## config.mk

```make
export PLATFORM = sky130hd
export DESIGN_NAME = dsp_gate
export DESIGN_NICKNAME = d
export VERILOG_FILES = /design/src/rtl/dsp_pkg.sv /design/src/rtl/dsp_slot_need.sv /design/src/rtl/dsp_prefix_gate.sv /design/src/rtl/dsp_intlk.sv /design/src/rtl/dsp_gate.sv
export SDC_FILE = /design/constraint.sdc
export NUM_CORES = 1
export LEC_CHECK = 0
export ABC_AREA = 0
export BUFFER_PORTS_ARGS = -buffer_cell sky130_fd_sc_hd__buf_2
export CORE_MARGIN = 1.5
export CORE_UTILIZATION = 45
export CTS_CLUSTER_DIAMETER = 30
export DETAILED_ROUTE_END_ITERATION = 10
export GPL_TIMING_DRIVEN = 0
export HOLD_SLACK_MARGIN = 0.03
export PLACE_DENSITY = 0.84
export RECOVER_POWER = 50
export SLEW_MARGIN = 20
export SYNTH_ARGS = -nofsm -noshare
export SYNTH_HDL_FRONTEND = slang
export SYNTH_SLANG_ARGS = --single-unit
export TNS_END_PERCENT = 30
```

## constraint.sdc

```tcl
create_clock -name clk -period 16.05 [get_ports clk]
set_input_delay 0.8025 -clock clk [delete_from_list [all_inputs] [get_ports clk]]
set_output_delay 0.8025 -clock clk [all_outputs]
set_load 0.01 [all_outputs]
```

## src/rtl/dsp_pkg.sv

```systemverilog
`timescale 1ns/1ps
package dsp_pkg;
   typedef enum logic [1:0] {
      U_GEN = 2'd0,
      U_BRN = 2'd1,
      U_SYS = 2'd2,
      U_ALT = 2'd3
   } unit_e;

   typedef enum logic [2:0] {
      OP_TO_SPR   = 3'd0,
      OP_FROM_SPR = 3'd1,
      OP_FROM_TB  = 3'd2,
      OP_CR_LOGIC = 3'd3,
      OP_TO_CRF   = 3'd4,
      OP_CRF_MOVE = 3'd5,
      OP_SYSCALL  = 3'd6,
      OP_PLAIN    = 3'd7
   } sysop_e;

   typedef struct packed {
      logic rob;
      logic gpr;
      logic cr;
      logic lnk;
      logic ctr;
      logic ser;
   } need_t;
endpackage

```

## src/rtl/dsp_slot_need.sv

```systemverilog
`timescale 1ns/1ps
module dsp_slot_need
   import dsp_pkg::*;
#(
   parameter int SPR_W   = 10,
   parameter int LNK_SPR = 8,
   parameter int CTR_SPR = 9
) (
   input  logic [1:0]       unit,
   input  logic [2:0]       op,
   input  logic [SPR_W-1:0] spr,
   input  logic             dst_ok,
   input  logic             allf,
   input  logic             br_ctr,
   input  logic             br_lnk,
   output need_t            nd
);
   always_comb begin
      nd = '0;
      unique case (unit_e'(unit))
         U_BRN: begin
            nd.rob = br_ctr | br_lnk;
            nd.ctr = br_ctr;
            nd.lnk = br_lnk;
         end
         U_SYS: begin
            nd.rob = 1'b1;
            unique case (sysop_e'(op))
               OP_TO_SPR: begin
                  nd.lnk = (spr == SPR_W'(LNK_SPR));
                  nd.ctr = (spr == SPR_W'(CTR_SPR));
               end
               OP_FROM_SPR, OP_FROM_TB: nd.gpr = dst_ok;
               OP_CR_LOGIC, OP_CRF_MOVE: nd.cr = 1'b1;
               OP_TO_CRF: begin
                  nd.ser = allf;
                  nd.cr  = ~allf;
               end
               OP_SYSCALL: nd.ser = 1'b1;
               default: ;
            endcase
         end
         default: nd.rob = 1'b1;
      endcase
   end
endmodule

```

## src/rtl/dsp_prefix_gate.sv

```systemverilog
`timescale 1ns/1ps
module dsp_prefix_gate
   import dsp_pkg::*;
#(
   parameter int SLOTS = 4,
   parameter int CNT_W = 4,
   parameter int CW    = 3
) (
   input  logic             en,
   input  logic [SLOTS-1:0] vld,
   input  need_t            nd [SLOTS],
   input  logic [CNT_W-1:0] free_rob,
   input  logic [CNT_W-1:0] free_gpr,
   input  logic [CNT_W-1:0] free_cr,
   input  logic [CNT_W-1:0] free_lnk,
   input  logic [CNT_W-1:0] free_ctr,
   output logic [CW-1:0]    cnt,
   output logic [CW-1:0]    u_rob,
   output logic [CW-1:0]    u_gpr,
   output logic [CW-1:0]    u_cr,
   output logic [CW-1:0]    u_lnk,
   output logic [CW-1:0]    u_ctr,
   output logic             ser_end
);
   localparam int AW = CNT_W + 1;

   function automatic logic [AW-1:0] bump(input logic [AW-1:0] acc, input logic b);
      return acc + {{(AW-1){1'b0}}, b};
   endfunction

   logic [AW-1:0] a_rob, a_gpr, a_cr, a_lnk, a_ctr;
   logic [AW-1:0] t_rob, t_gpr, t_cr, t_lnk, t_ctr;
   logic          run, fit;

   always_comb begin
      a_rob = '0; a_gpr = '0; a_cr = '0; a_lnk = '0; a_ctr = '0;
      t_rob = '0; t_gpr = '0; t_cr = '0; t_lnk = '0; t_ctr = '0;
      fit     = 1'b0;
      run     = en;
      cnt     = '0;
      ser_end = 1'b0;
      for (int i = 0; i < SLOTS; i++) begin
         t_rob = bump(a_rob, nd[i].rob);
         t_gpr = bump(a_gpr, nd[i].gpr);
         t_cr  = bump(a_cr,  nd[i].cr);
         t_lnk = bump(a_lnk, nd[i].lnk);
         t_ctr = bump(a_ctr, nd[i].ctr);
         fit = run && vld[i]
            && (t_rob <= {1'b0, free_rob}) && (t_gpr <= {1'b0, free_gpr})
            && (t_cr  <= {1'b0, free_cr})  && (t_lnk <= {1'b0, free_lnk})
            && (t_ctr <= {1'b0, free_ctr});
         if (fit) begin
            a_rob = t_rob; a_gpr = t_gpr; a_cr = t_cr;
            a_lnk = t_lnk; a_ctr = t_ctr;
            cnt   = cnt + CW'(1);
            if (nd[i].ser) begin
               ser_end = 1'b1;
               run     = 1'b0;
            end
         end else begin
            run = 1'b0;
         end
      end
      u_rob = a_rob[CW-1:0];
      u_gpr = a_gpr[CW-1:0];
      u_cr  = a_cr[CW-1:0];
      u_lnk = a_lnk[CW-1:0];
      u_ctr = a_ctr[CW-1:0];
   end
endmodule

```

## src/rtl/dsp_intlk.sv

```systemverilog
`timescale 1ns/1ps
module dsp_intlk (
   input  logic clk,
   input  logic rst_n,
   input  logic set,
   input  logic clr,
   output logic hold
);
   always_ff @(posedge clk or negedge rst_n) begin
      if (!rst_n)   hold <= 1'b0;
      else if (set) hold <= 1'b1;
      else if (clr) hold <= 1'b0;
   end
endmodule

```

## src/rtl/dsp_gate.sv

```systemverilog
`timescale 1ns/1ps
module dsp_gate
   import dsp_pkg::*;
#(
   parameter int SLOTS   = 4,
   parameter int CNT_W   = 4,
   parameter int SPR_W   = 10,
   parameter int LNK_SPR = 8,
   parameter int CTR_SPR = 9,
   localparam int CW     = $clog2(SLOTS + 1)
) (
   input  logic                   clk,
   input  logic                   rst_n,
   input  logic [SLOTS-1:0]       slot_vld,
   input  logic [2*SLOTS-1:0]     slot_unit,
   input  logic [3*SLOTS-1:0]     slot_op,
   input  logic [SPR_W*SLOTS-1:0] slot_spr,
   input  logic [SLOTS-1:0]       slot_dst_ok,
   input  logic [SLOTS-1:0]       slot_allf,
   input  logic [SLOTS-1:0]       slot_br_ctr,
   input  logic [SLOTS-1:0]       slot_br_lnk,
   input  logic [CNT_W-1:0]       free_rob,
   input  logic [CNT_W-1:0]       free_gpr,
   input  logic [CNT_W-1:0]       free_cr,
   input  logic [CNT_W-1:0]       free_lnk,
   input  logic [CNT_W-1:0]       free_ctr,
   input  logic                   intlk_clr,
   output logic [CW-1:0]          disp_cnt,
   output logic [CW-1:0]          use_rob,
   output logic [CW-1:0]          use_gpr,
   output logic [CW-1:0]          use_cr,
   output logic [CW-1:0]          use_lnk,
   output logic [CW-1:0]          use_ctr,
   output logic                   intlk_req,
   output logic                   intlk_hold
);
   if (SLOTS < 1) begin : g_bad_slots
      $error("dsp_gate: SLOTS must be at least 1");
   end
   if ((64'd1 << CNT_W) <= 64'(SLOTS)) begin : g_bad_cnt
      $error("dsp_gate: CNT_W too narrow for SLOTS");
   end
   if (LNK_SPR >= (1 << SPR_W) || CTR_SPR >= (1 << SPR_W) || LNK_SPR == CTR_SPR) begin : g_bad_spr
      $error("dsp_gate: special-register numbers out of range or equal");
   end

   need_t nd [SLOTS];

   for (genvar g = 0; g < SLOTS; g++) begin : g_slot
      dsp_slot_need #(
         .SPR_W  (SPR_W),
         .LNK_SPR(LNK_SPR),
         .CTR_SPR(CTR_SPR)
      ) u_need (
         .unit  (slot_unit[2*g +: 2]),
         .op    (slot_op[3*g +: 3]),
         .spr   (slot_spr[SPR_W*g +: SPR_W]),
         .dst_ok(slot_dst_ok[g]),
         .allf  (slot_allf[g]),
         .br_ctr(slot_br_ctr[g]),
         .br_lnk(slot_br_lnk[g]),
         .nd    (nd[g])
      );
   end

   dsp_prefix_gate #(
      .SLOTS(SLOTS),
      .CNT_W(CNT_W),
      .CW   (CW)
   ) u_gate (
      .en      (~intlk_hold),
      .vld     (slot_vld),
      .nd      (nd),
      .free_rob(free_rob),
      .free_gpr(free_gpr),
      .free_cr (free_cr),
      .free_lnk(free_lnk),
      .free_ctr(free_ctr),
      .cnt     (disp_cnt),
      .u_rob   (use_rob),
      .u_gpr   (use_gpr),
      .u_cr    (use_cr),
      .u_lnk   (use_lnk),
      .u_ctr   (use_ctr),
      .ser_end (intlk_req)
   );

   dsp_intlk u_intlk (
      .clk  (clk),
      .rst_n(rst_n),
      .set  (intlk_req),
      .clr  (intlk_clr),
      .hold (intlk_hold)
   );
endmodule

```

==> impl_results.md <==
* Status: finished clean
* Max-cap viol count at 0
* Max VDD drop at 8.119 µV
* Area grow syn2layout at 22.27%
* Buffers on Ports at roughly 120
* Post_cts resized at 0
* Synthesized Nets at about 630
* Initial DRC count at roughly 210
* Pre-CTS WS at around 4.5 ns
* Site row count at 30
* All-Layer GR Usage at 0.2576
* First-pass GRT wire length at about 16000 µm
* Cells after Synth at between 400 and 500
* Worst path bufs/invs at 10
* Vert. Die Dim at between 80 and 90 µm
* Min Tclk post-route at approximately 12 ns
* Arr. time, crit path at 11.69 ns
* Post-CTS Hold Fix Bufs at 0
* Critical Path Start Type: primary input
* Vias at 3695
* Post-synth EDFFs at 0
* Clock power share at 0
* Regs by FF count: u_intlk.hold (1)
* Flop pwr share at 0.032
* Initial Util at 0.4615
* Worst-case clock skew at 0 ns
* Vias per cell at roughly 5.7
* Ys async rst share at 1.000
* Setup violations, final at 0
* RSZ-0062 raised after global routing: false
* Internal power at about 0.04 mW
* Relative slew slack at 0.4882
* Final Slew Violations at 0
* Number of library cell types mapped by synthesis at 46
* Largest net degree at the start of global routing at 11
* Total core area at around 0.0068 mm²
* Area leader, netlist: ha_1
* Ranking of synthesized cells by area: ha_1, inv_1, a21oi_1
* Routed WL at 9752 µm
* Syn_area_per_cell at 7.070 µm²
* Placer congestion estimate at 0.9650
* Period utilization at 0.7785
* GRT overflow at 0
* DRC at 0
* Synth top area share at 0.3411
* Setup bufs post-CTS at 0
* Ys Warns at 0
* Seq/Total Area, Yosys at 0.008026
* DP Cell Count at between 600 and 700
* Least-Margin Pin Slew at between 0.7 and 0.8 ns
* Final nets at about 750
* Routed wire per std cell at between 15 and 20 µm
* Largest delay share family, worst path: simple AND/OR/NAND/NOR gates
* Final ANT Viol Nets at 0
* Worst-path fanout max at 10
* Die X at around 86 µm
* Cell mode on critical path: ha_1
* Crit Path Class: primary input to output pin
* Switching portion of total power at 0.5468
* Leakage at between 2 and 2.5 nW
* Register with the most flip-flops: u_intlk.hold
* DP HPWL at around 8600 µm
* Top-count cell post-synth: ha_1
* Vias in the first global route at ~3700
* Clock latency on the worst-skew pair at 0 ns
* Slowest cell on the critical path: clkbuf_1
* Top cells by count, synth: ha_1, inv_1, nor2_1
* Final Hold Viols at 0
* Crit. End Element: output pin
* CTS clk-pin slew, worst paths at 0 ns
* Syn Std Cell Area at around 0.0031 mm²
* Share of total power in combinational logic at 0.968
* Ports at approximately 120
* Setup TNS at 0 ns
* Synth Flop Type: dfrtp_1
* Max incr delay on CP at 0.59 ns
* Ant diodes at 0
* Die Area at around 0.0074 mm²
* Data required time of the worst path at between 15 and 20 ns
* Drt pass-1 iters at 5
* Max frequency at roughly 0.080 GHz
* Layout cells sized above 1 at 0.2345
* Max reg flops at 1
* Initial antenna violation count at 0
* Post-route non-filler standard cell count at around 640
* Worst Slack Setup Final at between 3 and 4 ns
* Hold crit path type: primary input to asynchronous set/reset pin
* Switching Power at ~0.048 mW
* PD cells at between 20 and 25 mW/mm²
* Yosys reg bits at 1
area by class of cell:
class / instances / area (µm²)
inverters: 59 / 222.7
multi-input cells: 373 / 2814
plain buffers: 8 / 47.55
flip-flops and latches: 1 / 25.02
fillers: 653 / 2944
repair buffers: 122 / 603.1
well taps: 80 / 100.1
routing by layer:
metal / share of wire / up-vias / GRT usage
met3: 0.052 / 24 / 0.01524
li1: - / 1838 / -
met1: 0.42 / 1711 / 0.3078
met5: 0 / - / 0
met4: 0.033 / 0 / 0.09531
met2: 0.50 / 122 / 0.4825
cells in the final DEF, fill, tap and decap left out, types with 2 or more instances in the layout:
cell / Yosys / final
nor2_1: 34 / 34
a21o_1: 7 / 7
nor4_1: 9 / 9
and3_1: 9 / 9
o2111ai_1: 3 / 3
and4_1: 3 / 3
mux2i_1: 12 / 12
nor2b_1: 23 / 23
ha_1: 85 / 85
nand4_1: 10 / 10
buf_6: 3 / 2
o21ai_0: 28 / 28
nand2_1: 28 / 28
a211oi_1: 4 / 4
o21a_1: 8 / 8
xor2_1: 5 / 5
a21oi_1: 33 / 33
a31oi_1: 5 / 5
nor4b_1: 4 / 4
inv_1: 58 / 58
nor3_1: 14 / 14
o21bai_1: 4 / 4
mux2_2: 8 / 7
clkbuf_1: 2 / 10
xnor2_1: 7 / 7
nand3_1: 6 / 6
buf_2: 3 / 118
a211o_1: 2 / 2
or3_1: 7 / 7
power groups by stage:
stage	Combinational, mW	Sequential [mW]	Clock, mW
2_1_floorplan	0.0503	0.00284	0
3_3_place_gp	0.0786	0.00280	0
3_5_place_dp	0.0835	0.00280	0
4_1_cts	0.0839	0.00280	0
5_1_grt	0.0938	0.00282	0
6_report	0.0843	0.00281	0
kinds of logic (layout without fill, tap and decap cells):
logic type               after synthesis  count (layout)  synth area share
flip-flops                             1               1          0.008024
AND/OR/NAND/NOR                      155             155            0.2640
AO/OA/AOI/OAI                        101             101            0.1962
XOR/XNOR                              12              12           0.03371
buffers and inverters                 67             189           0.08948
multiplexers                          20              20           0.06742
adder cells (fa/ha/maj)               85              85            0.3411
path summary, 6_finish.rpt:
path | startpoint | to | slack, ns | cells past startpoint
max | slot_unit[0] | disp_cnt[1] | 3.55 | 49
min | rst_n | u_intlk.hold | 0.58 | 1
max reg2reg | u_intlk.hold | u_intlk.hold | 7.19 | 35
min reg2reg | u_intlk.hold | u_intlk.hold | 0.66 | 2
max in group asynchronous | rst_n | u_intlk.hold | 15.38 | 1
min in group clk | u_intlk.hold | u_intlk.hold | 0.66 | 2
per-stage QoR:
stage | power [mW] | cell area (µm²) | hold WS (ns) | util
after floorplan | 0.05312 | 3118 | 0.5069 | -
after global placement | 0.08139 | 3829 | 0.5779 | 0.5667
after detailed placement | 0.08628 | 3829 | 0.5804 | 0.5667
after CTS | 0.08668 | 3829 | 0.5804 | 0.5667
after global routing | 0.09658 | 3812 | 0.5825 | 0.5643
final | 0.08708 | 3812 | 0.5792 | 0.5643
(Power assumes the default switching activity.)
